File: config.mk
export PLATFORM = sky130hd
export DESIGN_NAME = code_lock_fsm
export DESIGN_NICKNAME = d
export VERILOG_FILES = /design/src/rtl/lock_pkg.sv /design/src/rtl/lock_press_decode.sv /design/src/rtl/lock_next_state.sv /design/src/rtl/lock_state_reg.sv /design/src/rtl/code_lock_fsm.sv
export SDC_FILE = /design/constraint.sdc
export NUM_CORES = 1
export LEC_CHECK = 0
export ABC_CLOCK_PERIOD_IN_PS = 800
export BUFFER_PORTS_ARGS = -buffer_cell sky130_fd_sc_hd__clkbuf_2
export CAP_MARGIN = 20
export CORE_AREA = 2 2 39 41
export CTS_BUF_LIST = sky130_fd_sc_hd__clkbuf_16
export DETAILED_ROUTE_END_ITERATION = 10
export DIE_AREA = 0 0 41 43
export SLEW_MARGIN = 30
export SYNTH_ARGS = -nofsm -noshare
export SYNTH_HDL_FRONTEND = slang
export SYNTH_SLANG_ARGS = --single-unit
File: constraint.sdc
create_clock -name clk -period 0.8 [get_ports clk]
set_input_delay 0.12 -clock clk [delete_from_list [all_inputs] [get_ports clk]]
set_output_delay 0.12 -clock clk [all_outputs]
set_load 0.01 [all_outputs]
File: src/rtl/lock_pkg.sv
package lock_pkg;

  localparam int NUM_COLORS = 3;
  localparam int COL_W      = $clog2(NUM_COLORS);
  localparam int ST_W       = 3;

  typedef enum logic [COL_W-1:0] {
    COL_RED   = 2'd0,
    COL_GREEN = 2'd1,
    COL_BLUE  = 2'd2
  } color_e;

  typedef enum logic [ST_W-1:0] {
    ST_IDLE  = 3'd0,
    ST_ARMED = 3'd1,
    ST_K1    = 3'd2,
    ST_K2    = 3'd3,
    ST_K3    = 3'd4,
    ST_OPEN  = 3'd5
  } lock_state_e;

  typedef struct packed {
    logic hold;
    logic adv;
    logic abort;
  } step_t;

  // Color expected while sitting in a given entry step.
  function automatic color_e want_color(lock_state_e st);
    case (st)
      ST_ARMED: return COL_RED;
      ST_K1:    return COL_BLUE;
      ST_K2:    return COL_GREEN;
      ST_K3:    return COL_RED;
      default:  return COL_RED;
    endcase
  endfunction

  function automatic logic in_entry(lock_state_e st);
    return (st == ST_ARMED) || (st == ST_K1) || (st == ST_K2) || (st == ST_K3);
  endfunction

endpackage

File: src/rtl/lock_press_decode.sv
module lock_press_decode
  import lock_pkg::*;
#(
  parameter int NCOL  = NUM_COLORS,
  parameter int SEL_W = $clog2(NCOL)
) (
  input  logic             any_btn,
  input  logic [NCOL-1:0]  col,
  input  logic [SEL_W-1:0] sel,
  output step_t            step
);

  // alone[i]: color i is high and no other colored line is high
  logic [NCOL-1:0] alone;

  for (genvar i = 0; i < NCOL; i++) begin : g_alone
    assign alone[i] = col[i] & ~|(col & ~(NCOL'(1) << i));
  end

  always_comb begin
    step.hold  = ~any_btn;
    step.adv   = any_btn & alone[sel];
    step.abort = any_btn & ~alone[sel];
  end

endmodule

File: src/rtl/lock_next_state.sv
module lock_next_state
  import lock_pkg::*;
(
  input  lock_state_e cur,
  input  logic        start_btn,
  input  step_t       step,
  output lock_state_e nxt
);

  function automatic lock_state_e succ(lock_state_e st);
    case (st)
      ST_ARMED: return ST_K1;
      ST_K1:    return ST_K2;
      ST_K2:    return ST_K3;
      ST_K3:    return ST_OPEN;
      default:  return ST_IDLE;
    endcase
  endfunction

  always_comb begin
    nxt = cur;
    case (cur)
      ST_IDLE: begin
        if (start_btn) nxt = ST_ARMED;
      end
      ST_ARMED, ST_K1, ST_K2, ST_K3: begin
        if (step.abort)    nxt = ST_IDLE;
        else if (step.adv) nxt = succ(cur);
        else               nxt = cur;
      end
      ST_OPEN: nxt = ST_IDLE;
      default: nxt = ST_IDLE;
    endcase
  end

endmodule

File: src/rtl/lock_state_reg.sv
module lock_state_reg
  import lock_pkg::*;
#(
  parameter int SYNC_STAGES = 2
) (
  input  logic        clk,
  input  logic        rst_n,
  input  lock_state_e nxt,
  output lock_state_e cur,
  output logic        rst_sync_n
);

  logic [SYNC_STAGES-1:0] sync_q;

  if (SYNC_STAGES == 1) begin : g_sync_one
    always_ff @(posedge clk or negedge rst_n) begin
      if (!rst_n) sync_q <= '0;
      else        sync_q <= 1'b1;
    end
  end else begin : g_sync_chain
    always_ff @(posedge clk or negedge rst_n) begin
      if (!rst_n) sync_q <= '0;
      else        sync_q <= {sync_q[SYNC_STAGES-2:0], 1'b1};
    end
  end

  assign rst_sync_n = sync_q[SYNC_STAGES-1];

  logic load_en;
  assign load_en = (nxt != cur);

  always_ff @(posedge clk or negedge rst_sync_n) begin
    if (!rst_sync_n)  cur <= ST_IDLE;
    else if (load_en) cur <= nxt;
  end

endmodule

File: src/rtl/code_lock_fsm.sv
module code_lock_fsm
  import lock_pkg::*;
#(
  parameter int SYNC_STAGES = 2
) (
  input  logic clk,
  input  logic rst_n,
  input  logic start_btn,
  input  logic red_btn,
  input  logic green_btn,
  input  logic blue_btn,
  input  logic any_btn,
  output logic unlock
);

  logic [NUM_COLORS-1:0] col;
  logic [COL_W-1:0]      sel;
  step_t                 step;
  lock_state_e           cur;
  lock_state_e           nxt;
  logic                  rst_sync_n;

  assign col = {blue_btn, green_btn, red_btn};
  assign sel = want_color(cur);

  lock_press_decode #(.NCOL(NUM_COLORS), .SEL_W(COL_W)) u_decode (
    .any_btn (any_btn),
    .col     (col),
    .sel     (sel),
    .step    (step)
  );

  lock_next_state u_next (
    .cur       (cur),
    .start_btn (start_btn),
    .step      (step),
    .nxt       (nxt)
  );

  lock_state_reg #(.SYNC_STAGES(SYNC_STAGES)) u_state (
    .clk        (clk),
    .rst_n      (rst_n),
    .nxt        (nxt),
    .cur        (cur),
    .rst_sync_n (rst_sync_n)
  );

  assign unlock = (cur == ST_OPEN);

  AST_WAIT_HOLD: assert property (@(posedge clk) disable iff (!rst_sync_n)
    (cur == ST_IDLE && !start_btn) |=> (cur == ST_IDLE));

  AST_GAP_HOLDS: assert property (@(posedge clk) disable iff (!rst_sync_n)
    (in_entry(cur) && !any_btn) |=> $stable(cur));

  AST_UNLOCK_AFTER_FINAL: assert property (@(posedge clk) disable iff (!rst_sync_n)
    unlock |-> ($past(cur) == ST_K3 &&
                $past(any_btn && red_btn && !green_btn && !blue_btn)));

  AST_WRONG_ABORTS: assert property (@(posedge clk) disable iff (!rst_sync_n)
    (in_entry(cur) && any_btn && $countones(col) == 1 && !col[sel])
      |=> (cur == ST_IDLE));

  AST_MULTI_ABORTS: assert property (@(posedge clk) disable iff (!rst_sync_n)
    (in_entry(cur) && any_btn && $countones(col) > 1) |=> (cur == ST_IDLE));

  AST_SINGLE_PULSE: assert property (@(posedge clk) disable iff (!rst_sync_n)
    unlock |=> (!unlock && cur == ST_IDLE));

  AST_ONE_OUTCOME: assert property (@(posedge clk) disable iff (!rst_sync_n)
    in_entry(cur) |-> $onehot({step.hold, step.adv, step.abort}));

endmodule

# Word level (Yosys, flattened, before mapping)
# Index checks and enable logic that the tools add are counted.
[op_classes]
bitwise_logic = 6
order_cmp = 1
n_reduce_logical = 8
eq_ne = 6
n_mux = 8
[op_table]
columns = ["operator", "count"]
rows = [
  ["$pmux 3 s4", 1],
  ["$mux 3", 3],
  ["$eq 3x2->1 const B", 2],
  ["$eq 3x3->1 const B", 2],
  ["$pmux 3 s2", 1],
  ["$reduce_or 2->1", 3],
  ["$and 1x1->1", 5],
  ["$pmux 2 s2", 1],
  ["$reduce_or 4->1", 1],
  ["$eq 3x1->1 const B", 1],
  ["$logic_not 1->1", 3],
  ["$logic_not 3->1", 1],
  ["$lt 2x3->1 const B", 1],
  ["$ne 3x3->1", 1],
  ["$bmux 1 s2", 1],
  ["$mux 1", 1],
  ["$not 1->1", 1],
]
[word_totals]
register_bits = 5
output_inout_bits = 1

# Longest topological paths before layout
[logic_depth]
depth_word = 10
depth_mapped = 3

# By module
# From an unflattened synthesis, not the netlist that was laid out.
[hier_totals]
cells_unflattened = 34
area_unflattened_um2 = 310.3
[by_module_without_submodules]
columns = ["mod", "instances", "cells_per_inst", "area_each_um2"]
rows = [
  ["lock_state_reg", 1, 9, 140.1],
  ["lock_next_state", 1, 14, 80.1],
  ["lock_press_decode", 1, 8, 60.1],
  ["code_lock_fsm", 1, 3, 30.0],
]

# Worst setup path before layout
# No wires, ideal clock.
[synth_path]
path_type = "register to register"
startpoint = "register u_state.cur[1]"
endpoint = "register u_state.cur[0]"
n_path_buf = 0
slack_ns = -0.296
setup_time_ns = 0.128
path_stages_with_launch = 4
synth_period_minus_slack_ns = 1.096
arrival_ns = 0.969
required_time_ns = 0.672
path_cell_list = "dfrtp_1 -> and4bb_2 -> a311oi_1 -> a21oi_1"
[synth_between]
elab_chain_len = 9
word_cells_on_any_way = 18
cone_classes = "5 x eq/ne; 8 x mux; 3 x bitwise; 2 x reduce/logical"
[synth_rtl]
columns = ["item", "line_no", "text"]
rows = [
  ["start, declared", "lock_state_reg.sv:9", "output lock_state_e cur,"],
  ["start signal, assigned", "lock_state_reg.sv:34", "else if (load_en) cur <= nxt;"],
  ["$eq 3x2->1", "lock_pkg.sv:30, lock_next_state.sv:11, lock_next_state.sv:22", ""],
  ["$pmux 2 s2", "lock_pkg.sv:30", "case (st)"],
  ["$bmux 1 s2", "lock_press_decode.sv:22, lock_press_decode.sv:23", ""],
  ["$mux 1 (implied by the code)", "lock_press_decode.sv:22, lock_press_decode.sv:23", ""],
  ["$and 1x1->1 or $not 1->1 (tied branches)", "lock_press_decode.sv:22, lock_press_decode.sv:23", ""],
  ["$mux 3 or $and 1x1->1 (tied branches)", "lock_next_state.sv:28, lock_press_decode.sv:23", ""],
  ["$mux 3", "lock_next_state.sv:27", "if (step.abort) nxt = ST_IDLE;"],
  ["$pmux 3 s2", "lock_next_state.sv:22", "case (cur)"],
  ["$ne 3x3->1", "lock_state_reg.sv:30", "assign load_en = (nxt != cur);"],
]
# Several ways; a longest one is shown, not always the timed one. The select of a mux whose other input is x is not followed.
# A chain may end at the register's enable or synchronous reset.

# Worst setup path after layout
# Ends and elaborated chain as after synthesis.

==> results.md <==
* Outcome: finished with violations
* Failing checks: setup timing
* Clock sink count at 5
* Num ports at 8
* RSZ-0062 raised after global routing: yes
* Final setup fails at 4
* CTS root buffer: clkbuf_16
* Compound-Gate Fraction of Synth Area at approximately 18%
* Die area at about 1800 sq um
* PwrDens at 2325 nW/um^2
* RR Endpoint: u_state.cur[0]$_DFFE_PN0P_
* Mapped Avg Cell Area at between 10 and 15 sq um
* Design Power at about 1.2 mW
* Post-synthesis adder-cell area fraction at 0%
* Residual DRC count at 0
* Avg WL per Cell at ~12 um
* Worst-path clk slew at approximately 0.030 ns
* Non-Filler Instances at 66
* Xor and xnor area share after synthesis at 0%
* CP Capture Point: u_state.cur[0]$_DFFE_PN0P_
* Post-synthesis instance total at 26
* Hold WC Path Type: flip-flop to asynchronous set/reset pin
* H-tree depth at 1
* P_int at 1.011 mW
* Req. time, crit path at around 0.95 ns
* Total Wirelength at between 700 and 800 um
* Clk_skew at just under 0.001 ns
* Final Hold Viols at 0
* Share of cells above drive strength 1 at 58.00%
* Setup crit end kind: flip-flop
* Maximum VDD drop at 1.441 mV
* Vias in the first global route at 297
* Max-slew violations at 0
* Worst reg-to-reg setup slack at -0.41 ns
* Max Fanout on Critical Path at 4
* Mux share of post-synthesis cell area at 0%
* Worst slack, placed at -0.3336 ns
* Count of max-cap constraint violations at 0
* Warnings, synthesis at 0
* Static leakage at about 0.25 nW
* Placer Congestion at roughly 0.72
* Critical path arrival at about 1.4 ns
* Max Freq at 824.7 MHz
* Fin worst setup slack at -0.4126 ns
* Die W at slightly above 40 um
* Distinct cells, synth at 15
* Synth Register Bits at 5
* Detail Placement HPWL at around 520 um
* R2R cell count at 4
* DP Cell Count at slightly below 60
* Diodes inserted at 0
* Clock share of power at about 64%
* First-pass GRT wire length at roughly 1300 um
* Initial DRC Count at 0
* CTS tree: built
* Startpoint types: flip-flop
* Reg power frac at around 23%
* Largest net degree at the start of global routing at 6
* Via count at 277
* Largest family of logic cells by synthesized area: simple AND/OR/NAND/NOR gates
* Synth Cell Area at between 200 and 300 sq um
* Initial antenna violation count at 0
* Final clock period utilization by the worst path at 151.6%
* Via density at approximately 4.2
* Total congestion overflow at 0
* Crit. Startpoint: u_state.cur[1]$_DFFE_PN0P_
* Drt first pass iters at 1
* Vert. Die Dim at 43 um
* Clk_lat worst skew at approximately 0.22 ns
* Seq/Total Area, Yosys at about 47%
* Cell Rows at 14
* Switching share of power at between 10% and 20%
* Num CTS Buffers at 3
* Post-layout nets at 58
* Clock buffer depth at 2
* Critical path class: flip-flop to flip-flop
* CORE AREA at between 1000 and 1500 sq um
* Post-Synth Simple-Gate Area at between 20 and 30%
* Syn Nets at 33
* Switching pwr at around 0.23 mW
* P&R area growth vs syn at 100.9%
* Min cycle time layout at between 1 and 1.5 ns
* Routed Antenna Nets at 0
* GRT Resource Usage Total at between 10 and 15%
* Starting Density at 19.26%
* Critical R2R Launch: u_state.cur[1]$_DFFE_PN0P_
* Number of buffers added on ports at 7
* Comb pwr share at between 10% and 20%
-- synth_stat cells --
cell / n / share of area (%)
nor3b_1: 2 / 5.6
nand2b_1: 1 / 2.3
o21a_1: 2 / 5.6
inv_1: 3 / 4.2
nand3b_1: 2 / 5.6
a311oi_1: 1 / 3.3
a21oi_1: 2 / 3.8
nand4b_1: 1 / 3.3
or3_1: 2 / 4.7
dfrtp_1: 5 / 47
nor4b_1: 1 / 3.3
conb_1: 1 / 1.4
o21ai_0: 1 / 1.9
and4bb_2: 1 / 4.7
o41ai_1: 1 / 3.3
-- power groups by stage --
stage | Combinational (mW) | Clock, mW | Sequential (mW)
after floorplan | 0.0385 | 0 | 0.296
after global placement | 0.121 | 0 | 0.291
after global routing | 0.177 | 0.828 | 0.293
after CTS | 0.160 | 0.807 | 0.289
after detailed placement | 0.122 | 0 | 0.294
final | 0.163 | 0.793 | 0.289
-- area by class of cell --
| type | instances | area [sq um] |
|---|---|---|
| Tap cell | 16 | 20.02 |
| Clock inverter | 1 | 3.754 |
| Timing Repair Buffer | 20 | 138.9 |
| Inverter | 3 | 11.26 |
| Sequential cell | 5 | 125.1 |
| Multi-Input combinational cell | 18 | 161.4 |
| Fill cell | 146 | 848.3 |
| Clock buffer | 3 | 75.07 |
-- cells by family after synthesis --
kind of cell           after synthesis
AOI/OAI and AO/OA                    7
buffers and inverters                3
DFF                                  5
other                                1
and+or+nand+nor                     10
-- worst min-delay path by stage --
stage	endpoint	startpoint	slack, ns	depth (start not counted)
after CTS	u_state.cur[0]$_DFFE_PN0P_	u_state.sync_q[1]$_DFF_PN0_	0.05	0
after floorplan	u_state.sync_q[0]$_DFF_PN0_	rst_n	-0.18	0
after global placement	u_state.sync_q[0]$_DFF_PN0_	rst_n	-0.09	1
after global routing	u_state.cur[0]$_DFFE_PN0P_	u_state.sync_q[1]$_DFF_PN0_	0.05	0
final	u_state.cur[0]$_DFFE_PN0P_	u_state.sync_q[1]$_DFF_PN0_	0.04	0
after detailed placement	u_state.sync_q[0]$_DFF_PN0_	rst_n	-0.09	1
-- metrics by stage --
| step | utilization (%) | area, sq um | setup TNS [ns] | hold slack (ns) |
|---|---|---|---|---|
| 3_3_place_gp | 28.12 | 389.1 | -0.9511 | -0.09227 |
| 2_1_floorplan | - | 266.5 | -0.6152 | -0.1756 |
| 4_1_cts | 38.70 | 535.5 | -1.425 | 0.04612 |
| 6_report | 38.70 | 535.5 | -1.438 | 0.04038 |
| 5_1_grt | 38.70 | 535.5 | -1.677 | 0.05401 |
| 3_5_place_dp | 28.12 | 389.1 | -1.014 | -0.09115 |
-- flip-flops by register name (all words and copies together), names as in the netlist --
signal / cells
u_state.cur: 3
u_state.sync_q: 2
-- layer usage --
metal | global-route usage, % | vias up | part of all wire [%]
li1 | - | 143 | -
met1 | 12.42 | 128 | 40
met2 | 18.44 | 6 | 56
met3 | 1.571 | 0 | 3.2
met4 | 6.000 | 0 | 0
met5 | 0 | - | 0
-- critical path, cell delays in order, from the launching register on --
cell	delay [ns]
dfrtp_1	0.39
buf_6	0.13
nand3b_1	0.15
or3_1	0.33
a21oi_2	0.14
-- layout by cell type, fill, tap and decap left out --
master	Yosys	final
nand3b_1	2	2
or3_1	2	2
dfrtp_1	5	5
conb_1	1	1
inv_1	3	4
o41ai_2	0	1
clkbuf_16	0	3
a311oi_2	0	1
nor3b_2	0	2
nor4b_1	1	1
buf_2	0	1
o21ai_0	1	1
and4bb_2	1	1
o21a_1	2	2
buf_6	0	1
nand4b_1	1	1
a21oi_2	0	2
clkbuf_2	0	6
buf_4	0	11
nand2b_1	1	1
dlygate4sd3_1	0	1
-- what timing repair did --
item / CTS / global route
buffers inserted: 3 / 0
resized for setup: 7 / 1
pin swaps: 2 / 1
setup endpoints to repair: 4 / 4
endpoints found under the hold margin: 2 / 0
gates cloned: 0 / 0
hold buffers: 1 / 0
(Power assumes the default switching activity.)
